<file path="src/rtl/pack_unpack_unit.sv">
module pack_unpack_unit (
  input  logic        clk,
  input  logic        rst_n,
  input  logic        in_valid,
  input  logic [1:0]  op,
  input  logic [1:0]  gran,
  input  logic [63:0] src_a,
  input  logic [63:0] src_b,
  output logic        out_valid,
  output logic [63:0] result
);
  localparam int W = 64;

  function automatic logic [7:0] clamp_s8(input logic [15:0] v);
    if ($signed(v) > 16'sd127)       return 8'h7f;
    else if ($signed(v) < -16'sd128) return 8'h80;
    else                             return v[7:0];
  endfunction

  function automatic logic [7:0] clamp_u8(input logic [15:0] v);
    if (v[15])             return 8'h00;
    else if (v[14:8] != 0) return 8'hff;
    else                   return v[7:0];
  endfunction

  function automatic logic [15:0] clamp_s16(input logic [31:0] v);
    if ($signed(v) > 32'sd32767)       return 16'h7fff;
    else if ($signed(v) < -32'sd32768) return 16'h8000;
    else                               return v[15:0];
  endfunction

  logic [W-1:0] pk_sb, pk_sw, pk_ub;
  logic [W-1:0] il_b, il_w, il_d, nxt;
  logic         hi;

  assign hi = op[0];

  always_comb begin
    for (int i = 0; i < 4; i++) begin
      pk_sb[i*8 +: 8]      = clamp_s8(src_a[i*16 +: 16]);
      pk_sb[32 + i*8 +: 8] = clamp_s8(src_b[i*16 +: 16]);
      pk_ub[i*8 +: 8]      = clamp_u8(src_a[i*16 +: 16]);
      pk_ub[32 + i*8 +: 8] = clamp_u8(src_b[i*16 +: 16]);
    end
    for (int i = 0; i < 2; i++) begin
      pk_sw[i*16 +: 16]      = clamp_s16(src_a[i*32 +: 32]);
      pk_sw[32 + i*16 +: 16] = clamp_s16(src_b[i*32 +: 32]);
    end
  end

  always_comb begin
    for (int i = 0; i < 8; i++)
      il_b[i*8 +: 8] = i[0] ? src_b[((i/2) + (hi ? 4 : 0))*8 +: 8]
                            : src_a[((i/2) + (hi ? 4 : 0))*8 +: 8];
    for (int i = 0; i < 4; i++)
      il_w[i*16 +: 16] = i[0] ? src_b[((i/2) + (hi ? 2 : 0))*16 +: 16]
                              : src_a[((i/2) + (hi ? 2 : 0))*16 +: 16];
    il_d = hi ? {src_b[63:32], src_a[63:32]} : {src_b[31:0], src_a[31:0]};
  end

  always_comb begin
    nxt = '0;
    if (gran != 2'd3) begin
      unique case (op)
        2'd0: nxt = (gran == 2'd1) ? pk_sb : (gran == 2'd2) ? pk_sw : '0;
        2'd1: nxt = pk_ub;
        default: nxt = (gran == 2'd0) ? il_b : (gran == 2'd1) ? il_w : il_d;
      endcase
    end
  end

  always_ff @(posedge clk) begin
    if (!rst_n) begin
      out_valid <= 1'b0;
      result    <= '0;
    end else begin
      out_valid <= in_valid;
      if (in_valid) result <= nxt;
    end
  end
endmodule

</file>
<file path="config.mk">
export PLATFORM = sky130hd
export DESIGN_NAME = pack_unpack_unit
export DESIGN_NICKNAME = d
export VERILOG_FILES = /design/src/rtl/pack_unpack_unit.sv
export SDC_FILE = /design/constraint.sdc
export NUM_CORES = 1
export LEC_CHECK = 0
export CAP_MARGIN = 30
export CELL_PAD_IN_SITES_DETAIL_PLACEMENT = 0
export CELL_PAD_IN_SITES_GLOBAL_PLACEMENT = 1
export CORE_MARGIN = 8
export CORE_UTILIZATION = 36
export CTS_CLUSTER_SIZE = 12
export DETAILED_ROUTE_END_ITERATION = 12
export MAX_ROUTING_LAYER = met4
export PLACE_DENSITY_LB_ADDON = 0.1
export SYNTH_ARGS = -nofsm -noshare
export SYNTH_HDL_FRONTEND = slang
export SYNTH_SLANG_ARGS = --single-unit
export TNS_END_PERCENT = 30
</file>
<file path="constraint.sdc">
create_clock -name clk -period 2.3 [get_ports clk]
set_clock_uncertainty 0.05 [all_clocks]
set_input_delay 0.46 -clock clk [delete_from_list [all_inputs] [get_ports clk]]
set_output_delay 0.46 -clock clk [all_outputs]
set_load 0.02 [all_outputs]
</file>
==> results of run 1 <==
per-layer routing:
| metal | global-route usage [%] | up-vias | wire length [um] | part of all wire (%) |
|---|---|---|---|---|
| met2 | 50.51 | 564 | 17830 | 46 |
| met5 | - | - | 0 | 0 |
| met1 | 38.91 | 4500 | 15430 | 40 |
| met4 | 14.75 | 0 | 1642 | 4.3 |
| li1 | - | 4188 | - | - |
| met3 | 6.519 | 117 | 3539 | 9.2 |
synth_stat cells (7+ instances only):
cell | n | share of area [%]
nor2b_1 | 53 | 4.8
buf_6 | 11 | 1.8
nand2_1 | 54 | 2.9
o211a_1 | 7 | 1.0
inv_1 | 14 | 0.76
o22ai_1 | 8 | 0.72
nand2b_1 | 33 | 3.0
a21oi_1 | 38 | 2.7
mux2_2 | 31 | 5.0
buf_2 | 18 | 1.3
o21bai_1 | 16 | 1.7
a32o_1 | 10 | 1.4
nand3_1 | 34 | 2.5
nor3_1 | 20 | 1.4
o221ai_1 | 37 | 4.7
a31oi_1 | 14 | 1.3
nor4_1 | 20 | 1.8
o21ba_1 | 7 | 1.0
a211oi_1 | 9 | 0.97
a22oi_1 | 7 | 0.76
dfxtp_1 | 65 | 19
o311a_1 | 19 | 2.7
o21ai_0 | 59 | 4.3
mux2i_1 | 17 | 2.5
nand4_1 | 33 | 3.0
mux4_2 | 32 | 10
clkbuf_1 | 33 | 1.8
nor2_1 | 67 | 3.6
how the worst min path moves through the flow:
| stage | slack [ns] | cells after the start | from | end |
|---|---|---|---|---|
| floorplan | 0.49 | 2 | result[15] | result[15] |
| global placement | 0.40 | 1 | result[33] | result[33] |
| detailed placement | 0.40 | 2 | result[51] | result[51] |
| CTS | 0.42 | 1 | result[33] | result[33] |
| global route | 0.43 | 1 | result[34] | result[34] |
| finish | 0.42 | 1 | result[33] | result[33] |
critical path, stage by stage:
cell             delay [ns]
clkdlybuf4s50_1        0.54
buf_4                  0.21
mux2_2                 0.25
mux4_2                 0.53
o221ai_1               0.27
nand2b_1               0.09
o311a_1                0.13
final cells by class:
class	count	area (um^2)	area share, %
Multi-Input combinational cell	710	5246	46.60
Timing Repair Buffer	455	4021	35.72
Sequential cell	65	1301	11.56
Tap cell	265	331.6	2.945
Clock buffer	9	225.2	2.000
Clock inverter	7	76.32	0.6779
Inverter	15	56.30	0.5001
logic make-up after synthesis:
family                 synth area share, %
AO/OA/AOI/OAI                        30.18
XOR/XNOR                            0.1261
buffers and inverters                6.162
flip-flops                           18.74
multiplexers                         18.34
AND/OR/NAND/NOR                      26.45
registers in the layout, summed over array words and instances, names as in the netlist:
register	cells
out_valid	1
result	64
power groups by stage:
stage | clock, uW | sequential, uW | combinational (uW)
2_1_floorplan | 0 | 1360 | 738
3_3_place_gp | 0 | 1270 | 1960
3_5_place_dp | 0 | 1270 | 1960
4_1_cts | 1520 | 1250 | 1970
5_1_grt | 1570 | 1260 | 2100
6_report | 1500 | 1250 | 2010
through the flow:
stage,total power (uW),area (um^2),util [%]
floorplan,2102,6944,-
global placement,3231,10920,56.87
detailed placement,3235,10920,56.87
CTS,4746,11220,58.44
global route,4935,11260,58.62
finish,4752,11260,58.62
==> results.json, run 1 <==
{
  "power_frac_clock_pct": 31.5,
  "placedCellCount": 1510,
  "layout_common_cells": "246 x buf_4, 194 x clkdlybuf4s50_1, 67 x nor2_1",
  "grt_pass1_wl_um": 56970,
  "ys_seq_area_share_pct": 18.74,
  "synth_fp_nets": 992,
  "ys.flop_type": "dfxtp_1",
  "p_comb_share_pct": 42.2,
  "rrSetupSlack_ns": 1.15,
  "clockBufferDepth": 2,
  "async_flop_share_pct": 0,
  "r2r_end": "result[61]",
  "grt_use_total_pct": 32.03,
  "power_density_nw_per_um2": 422.1,
  "grt_pass1_vias": 9373,
  "worst_slew_pin_slew_ns": 0.7022,
  "crit_type": "primary input to flop",
  "start_kind": "primary input",
  "io_buffers": 199,
  "syn_area_per_cell_um2": 8.103,
  "fin_crit_ns": 2.290,
  "switching_share_pct": 35.71,
  "io_pins": 200,
  "p_sw_uw": 1697,
  "netlist_area_um2": 6944,
  "row_count": 51,
  "clk_latency_ns": 0.35,
  "ctsRootBufferMaster": "clkbuf_16",
  "vias_per_cell": 6.140,
  "worst-endpoint-required_ns": 2.49,
  "status": "finished, final reports clean",
  "drt-total-wl_um": 38440,
  "num_vias": 9369,
  "n_antenna_cell": 0,
  "drc_errors": 0,
  "syn_to_final_growth_pct": 62.13,
  "cp-startpoint": "src_a[24]",
  "synth_seq_cells": 65,
  "slew_viol_final": 0,
  "firstDrtPassIters": 5,
  "dieArea_um2": 23990,
  "timing.hold.ws_ns": 0.4151,
  "design.core.area_um2": 19210,
  "vdd_drop_max_mv": 0.3502,
  "timing.final.ws_setup_ns": 0.009622,
  "die_w_um": 154.9,
  "die_h_um": 154.9,
  "yosys_warnings": 0,
  "post-place-ws_ns": -0.3584,
  "overflow": 0,
  "hpwlAfterDp_um": 30770,
  "antenna_found_initial": 0,
  "seqPwrFrac_pct": 26.3,
  "slew-limit-headroom_pct": 53.18,
  "crit_arrival_ns": 2.48,
  "synthCells": 857,
  "worst_hold_path_type": "flop to flop",
  "cts_resized": 0,
  "synth-edff-count": 0,
  "leakagePower_uw": 0.004452,
  "setup_violations": 0,
  "drive_gt1_share_pct": 28.79,
  "path_clk_slew_ns": 0.07,
  "max_freq_mhz": 436.6,
  "post-cts-setup-buffer-count": 0,
  "final_hold_viol_count": 0,
  "hold_buffers": 0,
  "fin_nets": 1391,
  "r2r-start": "result[61]",
  "htree_num_levels": 3,
  "fin_crit_sh_pct": 99.58,
  "clock_sink_count": 65,
  "fillCellCount": 1808,
  "numCtsBuffers": 9,
  "start_util_pct": 36.15,
  "grt_max_degree": 29,
  "tns_ns": 0,
  "crit_end": "result[40]",
  "end_kind": "flop",
  "internal_power_uw": 3055,
  "ant_nets": 0,
  "gp_congestion": 1.005,
  "cap_violations": 0,
  "crit_fanout": 4,
  "final_common_cell": "buf_4",
  "wl_per_cell_um": 25.19,
  "rr_worst_depth": 4,
  "first_iter_violations": 804,
  "tritoncts": "yes",
  "instances_no_fill": 1526,
  "ys_types": 74
}
Note: power is estimated with default switching activity, not from simulation.
==> run 2, diff against run 1 <==
--- a/config.mk
+++ b/config.mk
@@ -9,7 +9,8 @@
 export CELL_PAD_IN_SITES_DETAIL_PLACEMENT = 0
 export CELL_PAD_IN_SITES_GLOBAL_PLACEMENT = 1
 export CORE_MARGIN = 8
-export CORE_UTILIZATION = 36
+export CORE_UTILIZATION = 32
+export CTS_BUF_LIST = sky130_fd_sc_hd__clkbuf_16
 export CTS_CLUSTER_SIZE = 12
 export DETAILED_ROUTE_END_ITERATION = 12
 export MAX_ROUTING_LAYER = met4
==> constraint.sdc (replaced) <==
create_clock -name clk -period 1.9 [get_ports clk]
set_clock_uncertainty 0.05 [all_clocks]
set_input_delay 0.38 -clock clk [delete_from_list [all_inputs] [get_ports clk]]
set_output_delay 0.38 -clock clk [all_outputs]
set_load 0.02 [all_outputs]
==> results.json, run 2 (synthesis gave the netlist of run 1 again) <==
{
  "met3_usage_pct": 5.595,
  "die_w_um": 163.3,
  "grt_pass1_wl_um": 59150,
  "whs_path_depth": 2,
  "final_hold_viol_count": 0,
  "wl_per_cell_um": 25.70,
  "grt_max_degree": 37,
  "fin_nets": 1418,
  "tritoncts": "yes",
  "worst_slew_pin_slew_ns": 0.6496,
  "r2r-start": "result[57]",
  "slew_viol_final": 0,
  "start_kind": "primary input",
  "post-place-ws_ns": -0.6856,
  "hpwlAfterDp_um": 32850,
  "clockBufferDepth": 2,
  "tns_ns": -0.003195,
  "fin_crit_sh_pct": 100.2,
  "syn_to_final_growth_pct": 71.23,
  "ant_nets": 0,
  "leakagePower_uw": 0.004985,
  "largest_reg_flops": 64,
  "die_h_um": 163.3,
  "numCtsBuffers": 9,
  "path_clk_slew_ns": 0.06,
  "layout_common_cells": "262 x buf_4, 102 x clkdlybuf4s50_1, 66 x nor2_1",
  "vdd_drop_max_mv": 0.3768,
  "timing.final.ws_setup_ns": -0.003195,
  "io_buffers": 199,
  "end_kind": "flop",
  "hold_buffers": 0,
  "hp-start": "result[49]",
  "cap_violations": 0,
  "worst_hold_path_type": "flop to flop",
  "crit_arrival_ns": 2.14,
  "worst-endpoint-required_ns": 2.14,
  "drive_gt1_share_pct": 34.94,
  "slew-limit-headroom_pct": 56.69,
  "grtUsageMet2_pct": 47.80,
  "busiest_layer": "met2",
  "fillCellCount": 2142,
  "status": "complete, but fails checks",
  "final_common_cell": "buf_4",
  "grt_pass1_vias": 9267,
  "max_freq_mhz": 525.4,
  "clock_sink_count": 65,
  "num_vias": 9284,
  "antenna_found_initial": 1,
  "rr_worst_depth": 4,
  "setup_violations": 1,
  "switching_share_pct": 35.67,
  "p_sw_uw": 2128,
  "grt_setup_unrepaired": "yes",
  "crit_fanout": 7,
  "grt_use_total_pct": 30.29,
  "crit_type": "primary input to flop",
  "largest_register": "result",
  "vias_per_cell": 5.917,
  "seqPwrFrac_pct": 25.4,
  "rrSetupSlack_ns": 0.77,
  "start_util_pct": 32.22,
  "min_to": "result[49]",
  "design.core.area_um2": 21550,
  "power_density_nw_per_um2": 501.6,
  "met1_usage_pct": 36.97,
  "power_frac_clock_pct": 32.5,
  "row_count": 54,
  "ctsRootBufferMaster": "clkbuf_16",
  "htree_num_levels": 3,
  "r2r_end": "result[57]",
  "p_comb_share_pct": 42.1,
  "drt-total-wl_um": 40320,
  "overflow": 0,
  "firstDrtPassIters": 7,
  "internal_power_uw": 3837,
  "io_pins": 200,
  "drc_errors": 0,
  "first_iter_violations": 943,
  "clk_latency_ns": 0.35,
  "gp_congestion": 0.9906,
  "fin_crit_ns": 1.903,
  "reg_top3": "result: 64 flops, out_valid: 1 flops",
  "violations": "setup timing",
  "dieArea_um2": 26670
}
[run 2: power groups by stage]
stage / registers [uW] / logic, uW / clock network [uW]
after floorplan: 1650 / 896 / 0
after global placement: 1540 / 2430 / 0
after detailed placement: 1540 / 2430 / 0
after CTS: 1520 / 2450 / 1970
after global routing: 1530 / 2640 / 2000
final: 1510 / 2510 / 1940
[run 2: timing repair]
action / CTS / global route
setup buffers: 5 / 0
gates cloned: 0 / 1
endpoints found under the setup margin: 63 / 62
pin swaps: 32 / 18
resized for setup: 121 / 70
[run 2: worst max path at each step]
stage | startpoint | to | slack [ns]
final | src_a[28] | result[4] | -0.003
after global routing | src_a[28] | result[4] | -0.06
after CTS | src_b[57] | result[54] | -0.01
after detailed placement | src_a[57] | result[29] | -0.69
after global placement | src_a[57] | result[29] | -0.71
after floorplan | gran[0] | result[14] | -0.02
[run 2: final cells by class]
class / count / area, um^2 / share of cell area, %
Multi-Input combinational cell: 710 / 5592 / 47.03
Timing Repair Buffer: 482 / 4264 / 35.86
Sequential cell: 65 / 1301 / 10.94
Tap cell: 280 / 350.3 / 2.946
Clock buffer: 9 / 225.2 / 1.894
Clock inverter: 7 / 95.09 / 0.7997
Inverter: 15 / 60.06 / 0.5051
Antenna cell: 1 / 2.502 / 0.02105
[run 2: per-stage QoR]
stage	power (uW)	std cells	area, um^2	utilization, %	hold WS, ns
after floorplan	2547	857	6957	-	0.4863
after global placement	3975	1545	11100	51.52	0.4036
after detailed placement	3975	1546	11110	51.54	0.4043
after CTS	5934	1567	11640	54.01	0.4229
after global routing	6161	1569	11890	55.17	0.4450
final	5965	1569	11890	55.17	0.4180
[run 2: routing by layer]
layer  wire length [um]  up-vias
met2              18660      472
met1              16900     4473
met5                  0        -
li1                   -     4241
met4               2035        0
met3               2728       98
[run 2: critical path, cell delays in order]
cell and delay, ns:
dlygate4sd2_1 0.37, nand4_1 0.29, o41ai_4 0.49, a22oi_2 0.25, nor2b_1 0.18, o311a_1 0.18
